$ cat src/rtl/dcf_pkg.sv
package dcf_pkg;

    localparam int SMP_W_DEF    = 16;
    localparam int BASE_DEC_DEF = 256;
    localparam int TAP_MULT     = 3;

    typedef enum logic [1:0] {
        RATE_FULL  = 2'b00,
        RATE_HALF  = 2'b01,
        RATE_QTR_A = 2'b10,
        RATE_QTR_B = 2'b11
    } rate_code_e;

    // Right-shift applied to the base decimation rate for a given code.
    function automatic logic [1:0] rate_shift(input logic [1:0] code);
        case (rate_code_e'(code))
            RATE_FULL: return 2'd0;
            RATE_HALF: return 2'd1;
            default:   return 2'd2;
        endcase
    endfunction

    // ceil(2^s / 3): reciprocal used for the exact divide by three.
    function automatic longint unsigned recip3(input int s);
        return ((64'd1 << s) + 64'd2) / 64'd3;
    endfunction

endpackage

$ cat src/rtl/dcf_rate_latch.sv
module dcf_rate_latch #(
    parameter int BASE_DEC = dcf_pkg::BASE_DEC_DEF,
    parameter int CNT_W    = 10
) (
    input  logic             clk,
    input  logic             rst,
    input  logic             stage_start,
    input  logic [1:0]       rate_sel,
    output logic [1:0]       shift_k,
    output logic [CNT_W-1:0] target_n
);

    logic [1:0] shift_q;

    always_ff @(posedge clk) begin
        if (rst) begin
            shift_q <= 2'd0;
        end else if (stage_start) begin
            shift_q <= dcf_pkg::rate_shift(rate_sel);
        end
    end

    assign shift_k  = shift_q;
    assign target_n = CNT_W'(dcf_pkg::TAP_MULT * (BASE_DEC >> shift_q));

    // the stage length only moves on a stage start
    a_r9_rate_held: assert property (@(posedge clk) disable iff (rst)
        !stage_start |=> $stable(target_n));

endmodule

$ cat src/rtl/dcf_accum.sv
module dcf_accum #(
    parameter int SMP_W = dcf_pkg::SMP_W_DEF,
    parameter int CNT_W = 10,
    parameter int ACC_W = 26
) (
    input  logic             clk,
    input  logic             rst,
    input  logic             stage_start,
    input  logic             smp_valid,
    input  logic [SMP_W-1:0] smp_data,
    input  logic [CNT_W-1:0] target_n,
    output logic             fin,
    output logic [ACC_W-1:0] final_sum
);

    typedef struct packed {
        logic             busy;
        logic [CNT_W-1:0] cnt;
        logic [ACC_W-1:0] acc;
    } acc_state_t;

    acc_state_t st_q, st_d;
    logic       last_smp;

    assign last_smp  = (st_q.cnt == target_n - CNT_W'(1));
    assign fin       = st_q.busy && smp_valid && !stage_start && last_smp;
    assign final_sum = st_q.acc + ACC_W'(smp_data);

    always_comb begin
        st_d = st_q;
        if (stage_start) begin
            st_d.busy = 1'b1;
            st_d.cnt  = smp_valid ? CNT_W'(1) : '0;
            st_d.acc  = smp_valid ? ACC_W'(smp_data) : '0;
        end else if (st_q.busy && smp_valid) begin
            if (last_smp) begin
                st_d = '0;
            end else begin
                st_d.cnt = st_q.cnt + CNT_W'(1);
                st_d.acc = final_sum;
            end
        end
    end

    always_ff @(posedge clk) begin
        if (rst) st_q <= '0;
        else     st_q <= st_d;
    end

    // the sample count never reaches the stage length while busy
    a_r2_cnt_bound: assert property (@(posedge clk) disable iff (rst)
        st_q.busy |-> (st_q.cnt < target_n));

    // the sum never exceeds count times full scale
    a_r6_no_overflow: assert property (@(posedge clk) disable iff (rst)
        st_q.busy |-> (64'(st_q.acc) <= 64'(st_q.cnt) * ((64'd1 << SMP_W) - 64'd1)));

    // an idle filter holds no partial sum into the next cycle
    a_r10_idle_stays: assert property (@(posedge clk) disable iff (rst)
        (!st_q.busy && !stage_start) |=> !st_q.busy);

endmodule

$ cat src/rtl/dcf_round_div.sv
module dcf_round_div #(
    parameter int SMP_W    = dcf_pkg::SMP_W_DEF,
    parameter int BASE_DEC = dcf_pkg::BASE_DEC_DEF,
    parameter int CNT_W    = 10,
    parameter int ACC_W    = 26
) (
    input  logic [ACC_W-1:0] sum_in,
    input  logic [1:0]       shift_k,
    input  logic [CNT_W-1:0] count_n,
    input  logic             chk_en,
    output logic [SMP_W-1:0] avg_out
);

    localparam int LOG_B  = $clog2(BASE_DEC);
    localparam int SUM_W  = ACC_W + 1;
    localparam int MIN_SH = LOG_B - 2;
    localparam int Y_W    = SUM_W - MIN_SH;
    localparam int RS     = Y_W + 2;
    localparam int P_W    = Y_W + RS;
    localparam logic [RS-1:0] RECIP = RS'(dcf_pkg::recip3(RS));

    logic [SUM_W-1:0] biased;
    logic [Y_W-1:0]   shifted [3];
    logic [Y_W-1:0]   y_sel;
    logic [P_W-1:0]   prod;

    assign biased = {1'b0, sum_in} + SUM_W'(count_n >> 1);

    // One power-of-two stage per rate; divide by 2^(LOG_B-k) first.
    for (genvar g = 0; g < 3; g++) begin : g_shift
        assign shifted[g] = Y_W'(biased >> (LOG_B - g));
    end

    always_comb begin
        case (shift_k)
            2'd0:    y_sel = shifted[0];
            2'd1:    y_sel = shifted[1];
            default: y_sel = shifted[2];
        endcase
    end

    // Exact floor(y/3) through reciprocal multiply.
    assign prod    = P_W'(y_sel) * P_W'(RECIP);
    assign avg_out = SMP_W'(prod >> RS);

    // quotient brackets the biased sum
    always_comb begin
        if (chk_en) begin
            a_r5_round_nearest: assert (
                (64'(avg_out) * 64'(count_n) <= 64'(biased)) &&
                (64'(biased) < (64'(avg_out) + 64'd1) * 64'(count_n)));
        end
    end

endmodule

$ cat src/rtl/dcf_avg_filter.sv
module dcf_avg_filter #(
    parameter int SMP_W    = dcf_pkg::SMP_W_DEF,
    parameter int BASE_DEC = dcf_pkg::BASE_DEC_DEF
) (
    input  logic             clk,
    input  logic             rst,
    input  logic             stage_start,
    input  logic [1:0]       rate_sel,
    input  logic             smp_valid,
    input  logic [SMP_W-1:0] smp_data,
    output logic             avg_valid,
    output logic [SMP_W-1:0] avg_data
);

    localparam int MAX_N = dcf_pkg::TAP_MULT * BASE_DEC;
    localparam int CNT_W = $clog2(MAX_N + 1);
    localparam int ACC_W = SMP_W + $clog2(MAX_N);

    logic [1:0]       shift_k;
    logic [CNT_W-1:0] target_n;
    logic             fin;
    logic [ACC_W-1:0] final_sum;
    logic [SMP_W-1:0] quot;
    logic             vld_q;
    logic [SMP_W-1:0] res_q;

    dcf_rate_latch #(.BASE_DEC(BASE_DEC), .CNT_W(CNT_W)) u_rate (
        .clk(clk), .rst(rst), .stage_start(stage_start), .rate_sel(rate_sel),
        .shift_k(shift_k), .target_n(target_n)
    );

    dcf_accum #(.SMP_W(SMP_W), .CNT_W(CNT_W), .ACC_W(ACC_W)) u_acc (
        .clk(clk), .rst(rst), .stage_start(stage_start), .smp_valid(smp_valid),
        .smp_data(smp_data), .target_n(target_n), .fin(fin), .final_sum(final_sum)
    );

    dcf_round_div #(.SMP_W(SMP_W), .BASE_DEC(BASE_DEC), .CNT_W(CNT_W), .ACC_W(ACC_W)) u_div (
        .sum_in(final_sum), .shift_k(shift_k), .count_n(target_n),
        .chk_en(fin), .avg_out(quot)
    );

    always_ff @(posedge clk) begin
        if (rst) begin
            vld_q <= 1'b0;
            res_q <= '0;
        end else begin
            vld_q <= fin;
            if (fin) res_q <= quot;
        end
    end

    assign avg_valid = vld_q;
    assign avg_data  = res_q;

    // single-cycle pulse
    a_r7_single_pulse: assert property (@(posedge clk) disable iff (rst)
        avg_valid |=> !avg_valid);

    // a result follows an accepted sample
    a_r7_after_sample: assert property (@(posedge clk) disable iff (rst)
        avg_valid |-> $past(smp_valid));

    // a stage start never completes a result
    a_r8_start_no_result: assert property (@(posedge clk) disable iff (rst)
        stage_start |=> !avg_valid);

    // the output word only moves together with a pulse
    a_r7_data_hold: assert property (@(posedge clk) disable iff (rst)
        !avg_valid |-> $stable(avg_data));

endmodule

$ cat config.mk
export PLATFORM = sky130hd
export DESIGN_NAME = dcf_avg_filter
export DESIGN_NICKNAME = d
export VERILOG_FILES = /design/src/rtl/dcf_pkg.sv /design/src/rtl/dcf_rate_latch.sv /design/src/rtl/dcf_accum.sv /design/src/rtl/dcf_round_div.sv /design/src/rtl/dcf_avg_filter.sv
export SDC_FILE = /design/constraint.sdc
export NUM_CORES = 1
export LEC_CHECK = 0
export BUFFER_PORTS_ARGS = -buffer_cell sky130_fd_sc_hd__buf_2
export CAP_MARGIN = 20
export CELL_PAD_IN_SITES_DETAIL_PLACEMENT = 0
export CELL_PAD_IN_SITES_GLOBAL_PLACEMENT = 1
export CORE_UTILIZATION = 50
export DETAILED_ROUTE_END_ITERATION = 10
export PLACE_DENSITY_LB_ADDON = 0.1
export SYNTH_ARGS = -nofsm -noshare
export SYNTH_HDL_FRONTEND = slang
export SYNTH_SLANG_ARGS = --single-unit
$ cat constraint.sdc
create_clock -name clk -period 16.1 [get_ports clk]
set_clock_uncertainty 0.2 [all_clocks]
set_input_delay 2.415 -clock clk [delete_from_list [all_inputs] [get_ports clk]]
set_output_delay 2.415 -clock clk [all_outputs]
set_load 0.02 [all_outputs]
Word-level counts from Yosys, hierarchy flattened
Index checks and enable logic that the tools add are counted.

word-level totals
  register bits after elaboration = 56
  input port bits = 22
  output and inout bits = 17
  logic and storage cells = 33

operators by class
  add/subtract/negate cells = 4
  $mul = 2
  eq/ne operators = 3
  shift operators = 1
  mux-type cells = 8
  reduce and logical (&&, ||, !) cells = 9

operators by type and width
  cell                                                 count
  2-to-1 mux 37 bit                                    2
  one-hot mux 21 bit (2 select lines)                  1
  multiplier 21 x 22 -> 39 bit, second input constant  1
  2-to-1 mux 36 bit                                    1
  multiplier 3 x 32 -> 10 bit, first input constant    1
  >> shifter 9 x 2 -> 32 bit, first input constant     1
  adder 26 x 9 -> 27 bit                               1
  adder 26 x 16 -> 26 bit                              1
  2-to-1 mux 16 bit                                    1
  adder 10 x 1 -> 10 bit, second input constant        1
  equality test 10 bit                                 1
  subtractor 10 x 1 -> 10 bit, second input constant   1
  equality test 2 x 1 -> 1 bit, second input constant  2
  logical NOT 2 bit                                    2
  one-hot mux 2 bit (2 select lines)                   1
  nonzero test 2 bit                                   2
  logical AND 1 bit                                    3
  2-to-1 mux 1 bit                                     2
  AND reduction 2 bit                                  1
  logical NOT 1 bit                                    1

Longest topological paths before layout
Gate-level depths: netlist (run 1).

  depth after elaboration = 7
  gate-level depth with buffers = 43
  gate-level depth less buffers = 43

Cells and area by module
A second synthesis (run 1) with hierarchy kept.

second synthesis, totals
  cells, all modules = 1240
  area, all modules = 10973.0 sq um

modules (own cells, without submodules)
  module          times used  cells an instance  area an instance (sq um)  sequential area each (sq um)
  dcf_round_div   1           804                7200.7                    0.0
  dcf_accum       1           358                2932.8                    740.7
  dcf_avg_filter  1           54                 608.1                     340.3
  dcf_rate_latch  1           24                 231.5                     40.0

Least setup slack after synthesis (run 1)
Ideal clock, no wire load.

  kind = input to register
  from = input port smp_data[0]
  to = register res_q[15], in the netlist avg_data[15]
  library setup time = 131 ps
  data arrival time = 12288 ps
  data required time = 15769 ps
  slack = 3482 ps
  cell stages on the path = 40
  path buffers = 0
  path through = ha_1 -> fa_1 -> a211oi_1 -> o21ai_1 -> a21oi_1 -> xnor2_1 -> ha_1 -> inv_1 -> o21bai_1 -> o211ai_2 -> or4b_4 -> and4b_2 -> and2_0 -> nor2b_1 -> a21oi_1 -> xnor2_1 -> a221oi_1 -> nor2_1 -> (+4 left out) -> inv_1 -> fa_1 -> fa_1 -> inv_1 -> fa_1 -> inv_1 -> ha_1 -> ha_1 -> nand4_1 -> nor3_1 -> inv_1 -> a2111oi_2 -> o21ai_1 -> o31ai_2 -> a221oi_1 -> o211a_1 -> o311ai_2 -> o211ai_2

on the way
  longest elaborated chain between the ends = 4

RTL lines
  what                                 line                  source
  from (decl)                          dcf_avg_filter.sv:10  input logic [SMP_W-1:0] smp_data,
  adder 26 x 16 -> 26 bit              dcf_accum.sv:27       assign final_sum = st_q.acc + ACC_W'(smp_data);
  adder 26 x 9 -> 27 bit               dcf_round_div.sv:27   assign biased = {1'b0, sum_in} + SUM_W'(count_n >> 1);
  one-hot mux 21 bit (2 select lines)  dcf_round_div.sv:35   case (shift_k)
  multiplier 21 x 22 -> 39 bit         dcf_round_div.sv:43   assign prod = P_W'(y_sel) * P_W'(RECIP);
  to (signal assigned)                 dcf_avg_filter.sv:48  if (fin) res_q <= quot;
  to (decl)                            dcf_avg_filter.sv:25  logic [SMP_W-1:0] res_q;

Every way passes these cells.
A chain may end at the register's enable or synchronous reset.

Worst setup path after layout (run 1)
  from = input port smp_data[0]
  to = register res_q[14], in the netlist avg_data[14]

The elaborated chain is that of the path after synthesis.

==> results of run 1 <==
==> layout make-up <==
| class | instances | area, um^2 |
|---|---|---|
| fill | 1864 | 8960 |
| multi-input combinational | 831 | 8090 |
| sequential | 56 | 1120 |
| inverter | 227 | 852 |
| tap | 265 | 332 |
| timing repair buffer | 43 | 228 |
| clock buffer | 6 | 129 |
| clock inverter | 2 | 13.8 |
==> registers in the layout (all words and copies together), names as in the netlist <==
register and flops:
u_acc.st_q 37, u_rate.shift_k 2, avg_valid 1, avg_data 16
==> critical path: cells and delay by family <==
family | cells | cell delay (ps)
and+or+nand+nor | 4 | 1450
xor gates and xnor gates | 3 | 520
adders and majority gates | 11 | 4420
AOI/OAI and AO/OA | 19 | 4380
buffers and inverters | 6 | 570
==> per-stage QoR <==
step,cell area (um^2),setup WS (ps),utilization,hold WS [ps],cells
2_1_floorplan,10200,3480,-,256,1145
3_3_place_gp,10600,2240,0.538,262,1422
3_5_place_dp,10600,2070,0.538,274,1422
4_1_cts,10800,2370,0.546,296,1430
5_1_grt,10800,1400,0.546,320,1430
6_report,10800,2360,0.546,285,1430
==> Yosys cell counts, drive strengths merged, types with 4 or more instances <==
cell | n | area share
a211oi | 8 | 0.0064
a21o | 15 | 0.011
a21oi | 49 | 0.024
a221oi | 19 | 0.017
a222oi | 8 | 0.0079
a22o | 4 | 0.0034
a22oi | 14 | 0.011
a31oi | 8 | 0.0064
and2 | 12 | 0.0074
and3 | 6 | 0.0037
clkbuf | 30 | 0.011
dfxtp | 56 | 0.11
fa | 122 | 0.24
ha | 178 | 0.22
inv | 226 | 0.083
mux2i | 8 | 0.0082
nand2 | 39 | 0.014
nand3 | 10 | 0.0049
nand3b | 6 | 0.0044
nand4 | 8 | 0.0049
nor2 | 99 | 0.037
nor2b | 6 | 0.0037
nor3 | 22 | 0.011
o211ai | 4 | 0.0039
o21a | 8 | 0.0059
o21ai | 37 | 0.018
o21bai | 8 | 0.0059
or3 | 10 | 0.0071
xnor2 | 46 | 0.040
xor2 | 24 | 0.021
==> routing by layer <==
metal	part of all wire	wire length (um)	up-vias	GRT usage
met5	0	0	-	0
met4	0.018	428	0	0.0681
met3	0.030	690	26	0.0252
met2	0.48	11200	122	0.411
met1	0.47	11000	3688	0.333
li1	-	-	3885	-
==> path summary, 6_finish.rpt <==
kind	from	endpoint	cells past startpoint
setup / recovery	smp_data[0]	avg_data[14]$_SDFFE_PP0P_	43
setup reg to reg	u_rate.shift_k[0]$_SDFFE_PP0P_	avg_data[14]$_SDFFE_PP0P_	41
hold reg to reg	avg_data[10]$_SDFFE_PP0P_	avg_data[10]$_SDFFE_PP0P_	2
hold / removal	avg_data[10]$_SDFFE_PP0P_	avg_data[10]$_SDFFE_PP0P_	2
==> logic make-up (layout without fill, tap and decap cells) <==
group	count (synthesis)	in the layout
AOI/OAI and AO/OA	212	212
adders and majority gates	300	300
DFF	56	56
muxes	9	9
buffers and inverters	258	278
and+or+nand+nor	240	240
xor gates and xnor gates	70	70
==> results.md, run 1 <==
- Hold_buf cts: 0
- Most common cell after layout, fill and taps aside: inv_1
- Antenna Cells: 0
- Synth Flop Type: dfxtp_1
- Final #Nets: 1486
- Simple-gate portion of the synthesized area: 0.117
- GRT Total Usage: 0.245
- Netlist cell types: 81
- Fin. max-slew vios: 0
- Initial core utilization: 0.516
- Post-Route Setup TNS: 0 ps
- Die Y: 145 um
- First-pass GRT wire length: roughly 40000 um
- DRC Markers: 0
- Fin crit share: 0.854
- Routed WL per cell: 16.3 um
- CORE AREA: a little under 0.02 mm^2
- Mux share of post-synthesis cell area: 0.00935
- Final count of negative-setup-slack endpoints: 0
- Syn Nets: roughly 1.5k
- Number of synthesized flops with an enable pin: 0
- Worst min path class: flop to flop
- Post-synthesis compound-gate area fraction: 0.148
- Crit-path max FO: 5
- Sink Count: 56
- Adder-cell share of the synthesized area: 0.459
- R2r setup slk: 4250 ps
- Worst-Margin Slew: 809 ps
- Number of register bits inferred by synthesis: 56
- Grt ovf: 0
- Number of setup buffers added after CTS: 0
- CTS tree: yes
- Detailed-placement wirelength estimate: 19800 um
- Initial DRC Count: about 350
- Max-Cap Viols: 0
- Io pins: 39
- Routability congestion estimate: slightly below 1
- Peak Freq: 0.0728 GHz
- TritonCTS Buffers: 5
- Die X: 145 um
- Post-route minimum period: 13740 ps
- Synth warn: 0
- Synth Area per Inst: 8.89 um^2
- Mapped Cells: 1145
- Cell row count: slightly above 50
- CP Data Arrival Time: 13780 ps
- Post-synthesis sequential area ratio: 0.110
- Max clock buf depth: 2
- Post-Route WL: approximately 23000 um
- Vias in the first global route: 7792
- H-tree depth: 2
- Syn Std Cell Area: 0.0102 mm^2
- CP Data Required Time: ~16000 ps
- Max stage delay on crit path: 610 ps
- Critical path's slowest cell: fa_1
- Layout cells sized above 1: 0.0627
- Die area: 0.0209 mm^2
- Remaining antenna violation count after routing: 0
- Endpoints failing hold: 0
- Initial antenna violation count: 0
- Relative slew slack: 0.455
- RSZ-0062 raised after global routing: no
- Worst Setup Start Kind: input pin
- Via count: 7721
- Setup Crit Path Kind: input pin to flop
- Later-pin clock latency in the skew report: 300 ps
- Status: finished clean
- Most frequent cells in the layout: inv_1, ha_1, fa_1
- Largest family of logic cells by synthesized area: adder cells
- Largest net degree at the start of global routing: between 50 and 60
- Area grow syn2layout: 5.77%
- Drt first pass iters: 6
- Ys async rst share: 0
- Reg clk slew, reported paths: around 70 ps
- Resize count post-CTS: 0
- Post-synthesis xor/xnor area fraction: 0.0603
- Number of I/O port buffers: 38
- Root buf cell: clkbuf_16
- Top cell by count, worst path: fa_1
- CP endpoint kind: flop
- Vias per inst: between 5 and 6
Power of run 1 is left out: the tool's default activity adds up to more than one toggle a clock period on the data nets, which glitch-free logic cannot reach.
==> run 2: changes to the inputs <==
- CTS_BUF_LIST: unset -> sky130_fd_sc_hd__clkbuf_16
==> results.md, run 2 (same netlist as run 1, synthesis figures left out) <==
- CP endpoint kind: flop
- Setup Crit Path Kind: input pin to flop
- CTS tree: yes
- CP Data Required Time: 16130 ps
- CORE AREA: 0.0197 mm^2
- Delay-heaviest family, CP: adder cells
- Max-Cap Viols: 0
- RSZ-0062 raised after global routing: no
- Area grow syn2layout: 5.77%
- Critical path's slowest cell: fa_1
- CP Data Arrival Time: ~14000 ps
- Layout cells sized above 1: 0.0627
- Sink Count: between 50 and 60
- Routability congestion estimate: between 0.9 and 1
- Number of setup buffers added after CTS: 0
- Detailed-placement wirelength estimate: 19800 um
- GRT Total Usage: 0.245
- Max clock buf depth: 2
- Most common cell after layout, fill and taps aside: inv_1
- Routed WL per cell: 16.3 um
- Status: finished clean
- Relative slew slack: 0.455
- Fin crit share: 0.854
- TritonCTS Buffers: 5
- Drt first pass iters: 5
- Crit-path max FO: 5
- Initial DRC Count: 349
- Vias in the first global route: 7792
- CP bufs+invs: 6
- Number of I/O port buffers: 38
- Cell row count: 51
- Remaining antenna violation count after routing: 0
- Largest Register: u_acc.st_q
- First-pass GRT wire length: 39100 um
- Die X: 145 um
- Fin. max-slew vios: 0
- Reg clk slew, reported paths: 70 ps
- Top cell by count, worst path: fa_1
- Hold_buf cts: 0
- Root buf cell: clkbuf_16
- Io pins: 39
- Worst-Margin Slew: 809 ps
- Post-Route Setup TNS: 0 ps
- Largest net degree at the start of global routing: 53
- Final #Nets: 1486
- Worst Setup Start Kind: input pin
- Die area: 0.0209 mm^2
- Resize count post-CTS: 0
- Endpoints failing hold: 0
- Die Y: 145 um
- Post-Route WL: 23300 um
- Worst min path class: flop to flop
- Initial antenna violation count: 0
- Max stage delay on crit path: 610 ps
- Antenna Cells: 0
- Via count: 7724
- H-tree depth: 2
- Final count of negative-setup-slack endpoints: 0
- DRC Markers: 0
- Later-pin clock latency in the skew report: 300 ps
- Most frequent cells in the layout: inv_1, ha_1, fa_1
- Grt ovf: 0
- Post-route minimum period: ~14000 ps
- Max reg flops: 37
- Initial core utilization: 0.516
- Peak Freq: 0.0728 GHz
- Vias per inst: 5.40
==> run 2: cell types whose count changed in the layout (fill, tap and decap cells not counted) <==
cell,previous run,this run
inv_1,226,227
clkbuf_1,1,0
==> run 2: cell type report <==
class | instances | area (um^2)
fillers | 1864 | 8960
multi-input cells | 831 | 8090
flip-flops and latches | 56 | 1120
inverters | 227 | 852
well taps | 265 | 332
repair buffers | 43 | 228
clock buffers | 5 | 125
clock inverters | 3 | 17.5
==> run 2: worst reg2reg max path: cells and delay by family, from the launching register on <==
kind | cells | cell delay, ps
xor+xnor | 3 | 540
compound gates | 17 | 3600
flops | 1 | 380
fa+ha+maj | 11 | 4810
simple gates | 4 | 1450
buf+inv | 6 | 770
==> run 2: through the flow <==
stage          hold slack, ps  instance area [um^2]  worst slack (ps)  cells  utilization
6_report                  285                 10800              2360   1430        0.546
4_1_cts                   296                 10800              2370   1430        0.546
3_3_place_gp              262                 10600              2240   1422        0.538
2_1_floorplan             256                 10200              3480   1145            -
3_5_place_dp              274                 10600              2070   1422        0.538
5_1_grt                   320                 10800              1400   1430        0.546
==> run 2: per-layer routing <==
metal / track usage / vias to the layer above / wire [um]
li1: - / 3885 / -
met4: 0.0681 / 0 / 428
met5: 0 / - / 0
met2: 0.411 / 127 / 11200
met1: 0.333 / 3686 / 11000
met3: 0.0252 / 26 / 699
==> run 2: path summary, 6_finish.rpt <==
path              slack, ps  cells after the start                      startpoint                        end
setup / recovery       2360                     43                     smp_data[0]  avg_data[14]$_SDFFE_PP0P_
hold / removal          290                      2       avg_data[10]$_SDFFE_PP0P_  avg_data[10]$_SDFFE_PP0P_
hold reg to reg         290                      2       avg_data[10]$_SDFFE_PP0P_  avg_data[10]$_SDFFE_PP0P_
setup reg to reg       4250                     41  u_rate.shift_k[0]$_SDFFE_PP0P_  avg_data[14]$_SDFFE_PP0P_
Power of run 2 is left out for the same reason.
==> run 3: changes to the inputs <==
--- a/config.mk
+++ b/config.mk
@@ -13,5 +13,7 @@
 export CTS_BUF_LIST = sky130_fd_sc_hd__clkbuf_16
 export DETAILED_ROUTE_END_ITERATION = 10
+export GPL_ROUTABILITY_DRIVEN = 0
 export PLACE_DENSITY_LB_ADDON = 0.1
+export SKIP_LAST_GASP = 1
 export SYNTH_ARGS = -nofsm -noshare
 export SYNTH_HDL_FRONTEND = slang
==> constraint.sdc (replaced) <==
create_clock -name clk -period 16.1 [get_ports clk]
set_clock_uncertainty 0.2 [all_clocks]
set_input_delay 1.61 -clock clk [delete_from_list [all_inputs] [get_ports clk]]
set_output_delay 1.61 -clock clk [all_outputs]
set_load 0.02 [all_outputs]
==> results.md, run 3 (same netlist as run 1, synthesis figures left out) <==
- Fin. max-slew vios: 0
- Resize count post-CTS: 0
- Sink Count: 56
- Area of the multi-input gates: 0.00809 mm^2
- H-tree depth: 2
- Worst Setup Start Kind: input pin
- Storage element area: between 0.001 and 0.0015 mm^2
- CP Data Required Time: 16140 ps
- Drt first pass iters: 5
- CP bufs+invs: 6
- CORE AREA: about 0.020 mm^2
- Initial core utilization: 0.516
- Hold_buf cts: 0
- Post-route minimum period: 12950 ps
- Worst-Margin Slew: ~840 ps
- Remaining antenna violation count after routing: 0
- GRT Total Usage: 0.243
- Grt ovf: 0
- Number of setup buffers added after CTS: 0
- Post-Route Setup TNS: 0 ps
- Worst min path class: flop to flop
- Most common cell after layout, fill and taps aside: inv_1
- Final #Nets: 1486
- CP Data Arrival Time: 12990 ps
- Endpoints failing hold: 0
- Cell row count: 51
- Later-pin clock latency in the skew report: 310 ps
- CP endpoint kind: flop
- Reg clk slew, reported paths: 80 ps
- Root buf cell: clkbuf_16
- Via count: 7647
- Largest net degree at the start of global routing: 53
- Largest Register: u_acc.st_q
- DRC Markers: 0
- CTS tree: yes
- First-pass GRT wire length: 38800 um
- Die area: 0.0209 mm^2
- Delay-heaviest family, CP: compound AO/OA/AOI/OAI gates
- Area grow syn2layout: 6.05%
- Top cell by count, worst path: fa_1
- Crit-path max FO: 5
- Layout cells sized above 1: 0.0635
- Peak Freq: 0.0772 GHz
- Number of I/O port buffers: 38
- Post-Route WL: between 20000 and 25000 um
- Die Y: 145 um
- Setup Crit Path Kind: input pin to flop
- Critical path's slowest cell: fa_1
- Filler instances: 1864
- Status: finished clean
- Routed WL per cell: 16.3 um
- TritonCTS Buffers: 5
- Io pins: 39
- Max stage delay on crit path: roughly 600 ps
- Fin crit share: 0.804
- Max clock buf depth: 2
- Most frequent cells in the layout: inv_1, ha_1, fa_1
- Max reg flops: 37
- Antenna Cells: 0
- Max-Cap Viols: 0
- Die X: between 100 and 150 um
- RSZ-0062 raised after global routing: no
- Relative slew slack: 0.432
- Initial DRC Count: about 350
- Detailed-placement wirelength estimate: 19800 um
- Initial antenna violation count: 0
- Final count of negative-setup-slack endpoints: 0
- Vias in the first global route: between 7k and 8k
- Vias per inst: 5.35
[run 3: cell types whose count changed in the layout (fill, tap and decap cells not counted), sizes merged]
cell,change
inv,-1
bufinv,+1
[run 3: area by class of cell]
type / count / area share
multi-input combinational: 831 / 0.749
sequential: 56 / 0.104
inverter: 227 / 0.0790
tap: 265 / 0.0307
timing repair buffer: 43 / 0.0211
clock buffer: 5 / 0.0116
clock inverter: 3 / 0.00429
[run 3: worst reg2reg max path, delay by kind of cell (launching register included)]
kind / cells / cell delay [ps]
buf+inv: 5 / 480
flops: 1 / 320
simple gates: 4 / 1450
xor+xnor: 2 / 380
fa+ha+maj: 11 / 4420
compound gates: 20 / 4530
[run 3: metal layers]
metal	vias to the layer above	GRT usage	wire length, um	share of wire
li1	3887	-	-	-
met1	3644	0.329	11100	0.48
met2	97	0.421	11200	0.48
met3	19	0.0202	627	0.027
met4	0	0.0521	327	0.014
met5	-	0	0	0
[run 3: metrics by stage]
stage | worst slack, ps | utilization | instance area (um^2) | instances | hold slack [ps]
3_5_place_dp | 2820 | 0.538 | 10600 | 1422 | 280
4_1_cts | 3130 | 0.547 | 10800 | 1430 | 300
3_3_place_gp | 3050 | 0.538 | 10600 | 1422 | 262
6_report | 3150 | 0.547 | 10800 | 1430 | 289
5_1_grt | 2170 | 0.547 | 10800 | 1430 | 318
2_1_floorplan | 4290 | - | 10200 | 1145 | 256
[run 3: path summary, 6_finish.rpt]
path / cells past startpoint / start / endpoint / slack (ps)
min: 2 / avg_data[10]$_SDFFE_PP0P_ / avg_data[10]$_SDFFE_PP0P_ / 290
max reg2reg: 42 / u_acc.st_q[0]$_SDFFE_PP0P_ / avg_data[15]$_SDFFE_PP0P_ / 4260
min reg2reg: 2 / avg_data[10]$_SDFFE_PP0P_ / avg_data[10]$_SDFFE_PP0P_ / 290
max: 43 / smp_data[0] / avg_data[15]$_SDFFE_PP0P_ / 3150
Power of run 3 is left out for the same reason.
